**src/rtl/lsag_pkg.sv**
```systemverilog
package lsag_pkg;
  localparam int INSTR_W = 32;
  localparam int REG_W   = 4;
  localparam int AMT_W   = 5;

  // fixed instruction field positions
  localparam int COND_LSB = 28;
  localparam int CLS_LSB  = 24;
  localparam int ADD_BIT  = 23;
  localparam int BYTE_BIT = 22;
  localparam int WB_BIT   = 21;
  localparam int LOAD_BIT = 20;
  localparam int RN_LSB   = 16;
  localparam int RD_LSB   = 12;
  localparam int AMT_LSB  = 7;
  localparam int KIND_LSB = 5;
  localparam int SEL_BIT  = 4;
  localparam int RM_LSB   = 0;

  localparam logic [3:0]       CLS_CODE = 4'b0111;
  localparam logic [REG_W-1:0] PC_REG   = '1;

  typedef enum logic [1:0] {
    SH_LSL = 2'b00,
    SH_LSR = 2'b01,
    SH_ASR = 2'b10,
    SH_ROR = 2'b11
  } shift_kind_e;

  typedef struct packed {
    logic n;
    logic z;
    logic c;
    logic v;
  } nzcv_t;

  typedef struct packed {
    logic [3:0]       cond;
    logic             add;
    logic             byte_sel;
    logic             wb_req;
    logic             load;
    logic             form_ok;
    logic [REG_W-1:0] rn;
    logic [REG_W-1:0] rm;
    logic [AMT_W-1:0] amt;
    shift_kind_e      kind;
  } ls_fields_t;

  function automatic logic cond_holds(input logic [3:0] code, input nzcv_t f);
    logic r;
    unique case (code)
      4'h0: r = f.z;
      4'h1: r = !f.z;
      4'h2: r = f.c;
      4'h3: r = !f.c;
      4'h4: r = f.n;
      4'h5: r = !f.n;
      4'h6: r = f.v;
      4'h7: r = !f.v;
      4'h8: r = f.c && !f.z;
      4'h9: r = !f.c || f.z;
      4'hA: r = (f.n == f.v);
      4'hB: r = (f.n != f.v);
      4'hC: r = !f.z && (f.n == f.v);
      4'hD: r = f.z || (f.n != f.v);
      4'hE: r = 1'b1;
      default: r = 1'b0;
    endcase
    return r;
  endfunction
endpackage

```
**src/rtl/lsag_decode.sv**
```systemverilog
module lsag_decode
  import lsag_pkg::*;
(
  input  logic [INSTR_W-1:0] instr_i,
  output ls_fields_t         fields_o,
  output logic               unpred_o
);
  logic [REG_W-1:0] unused_rd;

  assign unused_rd = instr_i[RD_LSB +: REG_W];

  always_comb begin
    fields_o.cond     = instr_i[COND_LSB +: 4];
    fields_o.add      = instr_i[ADD_BIT];
    fields_o.byte_sel = instr_i[BYTE_BIT];
    fields_o.wb_req   = instr_i[WB_BIT];
    fields_o.load     = instr_i[LOAD_BIT];
    fields_o.rn       = instr_i[RN_LSB +: REG_W];
    fields_o.rm       = instr_i[RM_LSB +: REG_W];
    fields_o.amt      = instr_i[AMT_LSB +: AMT_W];
    fields_o.kind     = shift_kind_e'(instr_i[KIND_LSB +: 2]);
    fields_o.form_ok  = (instr_i[CLS_LSB +: 4] == CLS_CODE) && !instr_i[SEL_BIT];
  end

  // pc as operand or base aliasing index
  assign unpred_o = (fields_o.rn == PC_REG) || (fields_o.rm == PC_REG) ||
                    (fields_o.rn == fields_o.rm);
endmodule

```
**src/rtl/lsag_cond.sv**
```systemverilog
module lsag_cond
  import lsag_pkg::*;
(
  input  logic [3:0] cond_i,
  input  nzcv_t      flags_i,
  output logic       pass_o
);
  logic [15:0] pass_tbl;

  for (genvar g = 0; g < 16; g++) begin : g_tbl
    assign pass_tbl[g] = cond_holds(4'(g), flags_i);
  end

  assign pass_o = pass_tbl[cond_i];

  always_comb begin
    if (cond_i == 4'hF) begin
      AST_NEVER_PASSES: assert (!pass_o);
    end
  end
endmodule

```
**src/rtl/lsag_shift.sv**
```systemverilog
module lsag_shift
  import lsag_pkg::*;
#(
  parameter int DATA_W = 32
) (
  input  logic [DATA_W-1:0] value_i,
  input  logic [AMT_W-1:0]  amt_i,
  input  shift_kind_e       kind_i,
  input  logic              carry_i,
  output logic [DATA_W-1:0] value_o
);
  localparam int DBL_W = 2 * DATA_W;

  logic              amt_zero;
  logic [DBL_W-1:0]  rot_dbl;
  logic [DATA_W-1:0] asr_val;

  assign amt_zero = (amt_i == '0);
  assign rot_dbl  = {value_i, value_i} >> amt_i;
  assign asr_val  = $signed(value_i) >>> amt_i;

  always_comb begin
    unique case (kind_i)
      SH_LSL: value_o = value_i << amt_i;
      SH_LSR: value_o = amt_zero ? '0 : (value_i >> amt_i);
      SH_ASR: value_o = amt_zero ? {DATA_W{value_i[DATA_W-1]}} : asr_val;
      default: value_o = amt_zero ? {carry_i, value_i[DATA_W-1:1]} : rot_dbl[DATA_W-1:0];
    endcase
  end

  always_comb begin
    if (kind_i == SH_ROR && amt_zero) begin
      AST_RRX_TOP_IS_CARRY: assert (value_o[DATA_W-1] == carry_i);
    end
    if (kind_i == SH_LSR && amt_zero) begin
      AST_LSR32_ZERO: assert (value_o == '0);
    end
  end
endmodule

```
**src/rtl/lsag_unit.sv**
```systemverilog
module lsag_unit
  import lsag_pkg::*;
#(
  parameter int DATA_W = 32
) (
  input  logic                clk_i,
  input  logic                rst_ni,
  input  logic [INSTR_W-1:0]  instr_i,
  input  logic [DATA_W-1:0]   base_i,
  input  logic [DATA_W-1:0]   index_i,
  input  logic [3:0]          flags_i,
  output logic [DATA_W-1:0]   addr_o,
  output logic                byte_o,
  output logic                load_o,
  output logic                wb_en_o,
  output logic [REG_W-1:0]    wb_idx_o,
  output logic                unpred_o
);
  ls_fields_t        fld;
  nzcv_t             flg;
  logic              unpred_d;
  logic              pass;
  logic [DATA_W-1:0] offset;
  logic [DATA_W-1:0] addr_d;
  logic              wb_d;

  assign flg = nzcv_t'(flags_i);

  lsag_decode u_decode (
    .instr_i  (instr_i),
    .fields_o (fld),
    .unpred_o (unpred_d)
  );

  lsag_cond u_cond (
    .cond_i  (fld.cond),
    .flags_i (flg),
    .pass_o  (pass)
  );

  lsag_shift #(.DATA_W(DATA_W)) u_shift (
    .value_i (index_i),
    .amt_i   (fld.amt),
    .kind_i  (fld.kind),
    .carry_i (flg.c),
    .value_o (offset)
  );

  // wraps mod 2^DATA_W
  assign addr_d = fld.add ? (base_i + offset) : (base_i - offset);
  assign wb_d   = pass && fld.wb_req && fld.form_ok;

  always_ff @(posedge clk_i or negedge rst_ni) begin
    if (!rst_ni) begin
      addr_o   <= '0;
      byte_o   <= 1'b0;
      load_o   <= 1'b0;
      wb_en_o  <= 1'b0;
      wb_idx_o <= '0;
      unpred_o <= 1'b0;
    end else begin
      addr_o   <= addr_d;
      byte_o   <= fld.byte_sel;
      load_o   <= fld.load;
      wb_en_o  <= wb_d;
      wb_idx_o <= fld.rn;
      unpred_o <= unpred_d;
    end
  end

  AST_WB_NEEDS_WBIT: assert property (@(posedge clk_i) disable iff (!rst_ni)
    wb_en_o |-> $past(instr_i[WB_BIT]));

  AST_WB_TARGETS_BASE: assert property (@(posedge clk_i) disable iff (!rst_ni)
    wb_en_o |-> (wb_idx_o == $past(instr_i[RN_LSB +: REG_W])));

  AST_NEVER_WRITES_BACK: assert property (@(posedge clk_i) disable iff (!rst_ni)
    ($past(instr_i[COND_LSB +: 4]) == 4'hF) |-> !wb_en_o);

  AST_PC_BASE_FLAGGED: assert property (@(posedge clk_i) disable iff (!rst_ni)
    ($past(rst_ni) && $past(instr_i[RN_LSB +: REG_W]) == PC_REG) |-> unpred_o);

  AST_DIR_FOLLOWS_LBIT: assert property (@(posedge clk_i) disable iff (!rst_ni)
    $past(rst_ni) |-> (load_o == $past(instr_i[LOAD_BIT])));
endmodule

```
**config.mk**
```make
export PLATFORM = sky130hd
export DESIGN_NAME = lsag_unit
export DESIGN_NICKNAME = d
export VERILOG_FILES = /design/src/rtl/lsag_pkg.sv /design/src/rtl/lsag_decode.sv /design/src/rtl/lsag_cond.sv /design/src/rtl/lsag_shift.sv /design/src/rtl/lsag_unit.sv
export SDC_FILE = /design/constraint.sdc
export NUM_CORES = 1
export LEC_CHECK = 0
export ABC_AREA = 1
export CAP_MARGIN = 20
export CORE_MARGIN = 8
export CORE_UTILIZATION = 35
export DETAILED_ROUTE_END_ITERATION = 16
export SYNTH_ARGS = -nofsm -noshare
export SYNTH_HDL_FRONTEND = slang
export SYNTH_HIERARCHICAL = 1
export SYNTH_SLANG_ARGS = --single-unit
```
**constraint.sdc**
```tcl
create_clock -name clk_i -period 1.61 [get_ports clk_i]
set_clock_uncertainty 0.2 [all_clocks]
set_input_delay 0.322 -clock clk_i [delete_from_list [all_inputs] [get_ports clk_i]]
set_output_delay 0.322 -clock clk_i [all_outputs]
set_load 0.05 [all_outputs]
```
; Yosys cells after proc, flatten, opt, wreduce, memory -nomap -nowiden
; Cells that the tools add are included.
[word_totals]
register_bits = 40
elab_cells = 44
in_bits = 102
[op_classes]
addsub = 2
shift = 4
magnitude_cmp = 1
reduce_logical = 16
n_eq_ne = 8
mux = 7
[ops]
columns = cell, n
row1 = 32-bit 2-to-1 mux, 4
row2 = 32-bit one-hot mux with 3 select lines, 1
row3 = 64-bit by 5-bit right shift with 32-bit output, 1
row4 = 32-bit adder, 1
row5 = 32-bit by 5-bit << shifter with 32-bit output, 1
row6 = 32-bit by 5-bit right shift with 32-bit output, 1
row7 = 32-bit by 5-bit >>> shifter with 32-bit output, 1
row8 = 32-bit subtractor, 1
row9 = 4-bit equality test (second input constant), 2
row10 = 1-bit logical AND, 5
row11 = 1-bit logical NOT, 5
row12 = 5-bit logical NOT, 1
row13 = 4-bit by 5-bit less-than comparator with 1-bit output (second input constant), 1
row14 = 1-bit binary-select mux with 4-bit select, 1
row15 = 4-bit by 3-bit equality test with 1-bit output (second input constant), 1
row16 = 4-bit equality test, 1
row17 = 1-bit logical OR, 4
row18 = 2-bit by 1-bit equality test with 1-bit output (second input constant), 1
row19 = 2-bit equality test (second input constant), 1
row20 = 2-bit logical NOT, 1
row21 = 1-bit equality test, 1
row22 = 1-bit 2-to-1 mux, 1
row23 = 1-bit != test, 1

; Logic depth before layout (Yosys ltp)
[logic_depth]
depth_word = 6
ltp_mapped = 39
depth_no_buf = 36

; Modules after synthesis
; The synthesis kept the hierarchy.
[modules_own_cells]
columns = mod, area_per_inst_um2, cells_each, instances
row1 = lsag_shift, 4951.0, 1085, 1
row2 = lsag_unit, 4350.4, 715, 1
row3 = lsag_decode, 295.3, 53, 1
row4 = lsag_cond, 121.4, 29, 1

; Worst setup path before layout
; OpenSTA, ideal clock, no wires.
[synth_timing]
path_kind = input to register
from = in instr_i[10]
to = reg addr_o[31]
slack_ps = -2242
t_arrival_ps = 3534
path_stages = 29
setup_time_ps = 117
required_time_ps = 1293
path_cell_list = buf_4 > buf_2 > nor2_8 > nand2_4 > inv_2 > nand2_4 > inv_4 > nor2_8 > inv_2 > buf_4 > o22ai_1 > nand2_1 > nand3_1 > inv_1 > ha_1 > nand4_4 > nor2_4 > nand2_1 > nand2_2 > nand2_1 > xor2_1 > ha_1 > inv_1 > nor3_1 > nand2_1 > nor2_1 > nand2_1 > nand3_1 > nand2_1
[synth_between]
elab_chain_len = 5
elab_cells_between_ends = 12
cone_classes = add/sub: 2 / shift: 4 / mux: 5 / reduce/logical: 1
[synth_lines]
columns = item, line
row1 = "start, declared", lsag_unit.sv:8  ; input logic [INSTR_W-1:0] instr_i,
row2 = "64-bit by 5-bit right shift with 32-bit output, or another cell as far along", lsag_shift.sv:19  ; assign rot_dbl = {value_i, value_i} >> amt_i;
row3 = "32-bit 2-to-1 mux, on equally long branches", "lsag_shift.sv:27, lsag_shift.sv:25, lsag_shift.sv:26"
row4 = 32-bit one-hot mux with 3 select lines *, lsag_shift.sv:23  ; unique case (kind_i)
row5 = via offset[0], lsag_unit.sv:23  ; logic [DATA_W-1:0] offset;
row6 = 32-bit subtractor / 32-bit adder (equally long branches), lsag_unit.sv:50  ; assign addr_d = fld.add ? (base_i + offset) : (base_i - offset);
row7 = 32-bit 2-to-1 mux *, lsag_unit.sv:50
row8 = via addr_d[31], lsag_unit.sv:24  ; logic [DATA_W-1:0] addr_d;
row9 = "end signal, assigned", lsag_unit.sv:62  ; addr_o <= addr_d;
row10 = "end, declared", lsag_unit.sv:12  ; output logic [DATA_W-1:0] addr_o,
; Mark *: on every way through the listed nets, which the timed path passes. The rest lies on a longest branch.

; Worst setup path after layout
[layout_timing]
from = in instr_i[7]
to = reg addr_o[27]
; Same word-level chain as after synthesis.

==> impl_metrics.env <==
export IMPL_grt_max_degree=41
export IMPL_dp_cells=2744
export IMPL_pin_count=142
export IMPL_grt_pass1_wl_um=87600
export IMPL_synth_cells=1878
export IMPL_cap_violations=0
export IMPL_diodes=0
export IMPL_vias_per_cell=5.34
export IMPL_slowest_stage="ha_4"
export IMPL_startpoint_type="input pin"
export IMPL_cts_tree="built"
export IMPL_violations="setup timing"
export IMPL_setup_viol=32
export IMPL_synth_yosys_warnings=6
export IMPL_die_w_um=182
export IMPL_hold_ws_ns=0.270
export IMPL_die_area_um2=33300
export IMPL_critical_path_class="in -> reg"
export IMPL_gp_congestion=1.08
export IMPL_rows=61
export IMPL_wirelength_um=58800
export IMPL_fmax_mhz=246
export IMPL_slew_headroom_pct=71.4
export IMPL_fin_ws_ns=-2.45
export IMPL_fin_cells=2828
export IMPL_crit_top_cell="nand2_2"
export IMPL_holdCritPathClass="in -> reg"
export IMPL_area_delta_synth_final_pct=87.3
export IMPL_groute_usage_overall_pct=34.2
export IMPL_maxSlewViolCount=0
export IMPL_outcome="finished with violations"
export IMPL_cp_required_ns=1.60
export IMPL_layout_nets=2591
export IMPL_layout_common_cells="nand2_1 (584), buf_4 (480), nand3_1 (234), inv_1 (149), nand2_2 (142)"
export IMPL_hold_viol=0
export IMPL_synth_fp_nets=2020
export IMPL_start_util_pct=35.2
export IMPL_fin_crit_sh_pct=252
export IMPL_powerDensity_nw_per_um2=805
export IMPL_core_area_um2=27600
export IMPL_total_power_mw=14.6
export IMPL_clk_pin_slew_ns=0.06
export IMPL_worst_slew_pin_slew_ns=0.429
export IMPL_power_leakage_nw=9.45
export IMPL_avgRoutedWirePerCell_um=20.8
export IMPL_grt_ovfl_total=0
export IMPL_drive_gt1_share_pct=42.4
export IMPL_cts_buffers=5
export IMPL_whs_path_depth=1
export IMPL_min_period_ns=4.06
export IMPL_syn_avg_cell_area_um2=5.16
export IMPL_firstDrtPassIters=6
export IMPL_layout_cells_most_common="nand2_1"
export IMPL_dr_first_iter_drc_count=1221
export IMPL_drtAntennaViolNets=0
export IMPL_vias=15113
export IMPL_antenna_found_initial=0
export IMPL_synthesis_area_um2=9690
export IMPL_cp_max_fo=7
export IMPL_dp_hpwl_um=47100
export IMPL_stdcell_area_um2=18100
export IMPL_worst_ep_arrival_time_ns=4.05
export IMPL_clock_path_buffers=2
export IMPL_cts_sinks=40
export IMPL_drc_errors=0
export IMPL_dpl_cell_area_um2=15300
export IMPL_die_h_um=182
export IMPL_rsz0062_at_grt="yes"
export IMPL_cts_root_buf="clkbuf_16"
export IMPL_io_buffers=137
export IMPL_endpoint_kind="register"
export IMPL_vdd_ir_drop_worst_mv=0.462
export IMPL_h_tree_depth=2
export IMPL_slowest_delay_ns=0.25
export IMPL_grt_pass1_vias=15296
[metal layers]
layer	GRT usage [%]	wire length [um]	up-vias
li1	-	-	7182
met1	36.4	21000	6947
met2	59.0	27900	727
met3	5.45	4230	257
met4	28.8	5620	0
met5	0	0	-
[report_power, final]
part	switching, mW	internal [mW]	leakage (nW)
logic	6.46	5.30	8.90
clock network	0.417	0.729	0.0808
registers	0.315	1.39	0.474
[repair_timing]
item | in CTS | in global routing
endpoints found under the hold margin | 40 | 0
hold buffers | 1 | 0
setup buffers | 53 | 18
cloned | 5 | 0
gates resized for setup | 372 | 156
endpoints found under the setup margin | 32 | 33
pin swaps | 147 | 86
[flip-flops by register name (all words and copies together) (netlist names)]
signal and flops:
addr_o 32, byte_o 1, load_o 1, unpred_o 1, wb_en_o 1, wb_idx_o 4
[stage by stage]
stage / setup TNS [ns] / utilization [%] / setup slack [ns]
after floorplan: -57.67 / - / -2.10
after global placement: -100.67 / 55.6 / -3.54
after detailed placement: -101.46 / 55.6 / -3.58
after CTS: -68.18 / 62.9 / -2.39
after global routing: -76.85 / 65.9 / -2.68
final: -69.94 / 65.9 / -2.45
[path summary, 6_finish.rpt]
path	end	start	slack (ns)
hold / removal	load_o	instr_i[20]	0.27
setup / recovery	addr_o[27]	instr_i[7]	-2.45
max in group asynchronous	addr_o[31]	rst_ni	0.66
min in group asynchronous	addr_o[9]	rst_ni	0.35
[layout make-up]
class,count,area (um^2)
well taps,378,473
clock inverters,2,35.0
fillers,2480,9400
inverters,181,711
repair buffers,664,6160
multi-input cells,1557,9640
flip-flops and latches,40,1000
clock buffers,6,129
[worst max-delay path: cells and delay by family]
| kind | cells | cell delay [ns] |
|---|---|---|
| AO/OA/AOI/OAI | 2 | 0.26 |
| XOR/XNOR | 1 | 0.22 |
| adder cells (fa/ha/maj) | 2 | 0.40 |
| buffers and inverters | 9 | 1.01 |
| AND/OR/NAND/NOR | 18 | 1.82 |
Power figures use the tool's default switching activity.
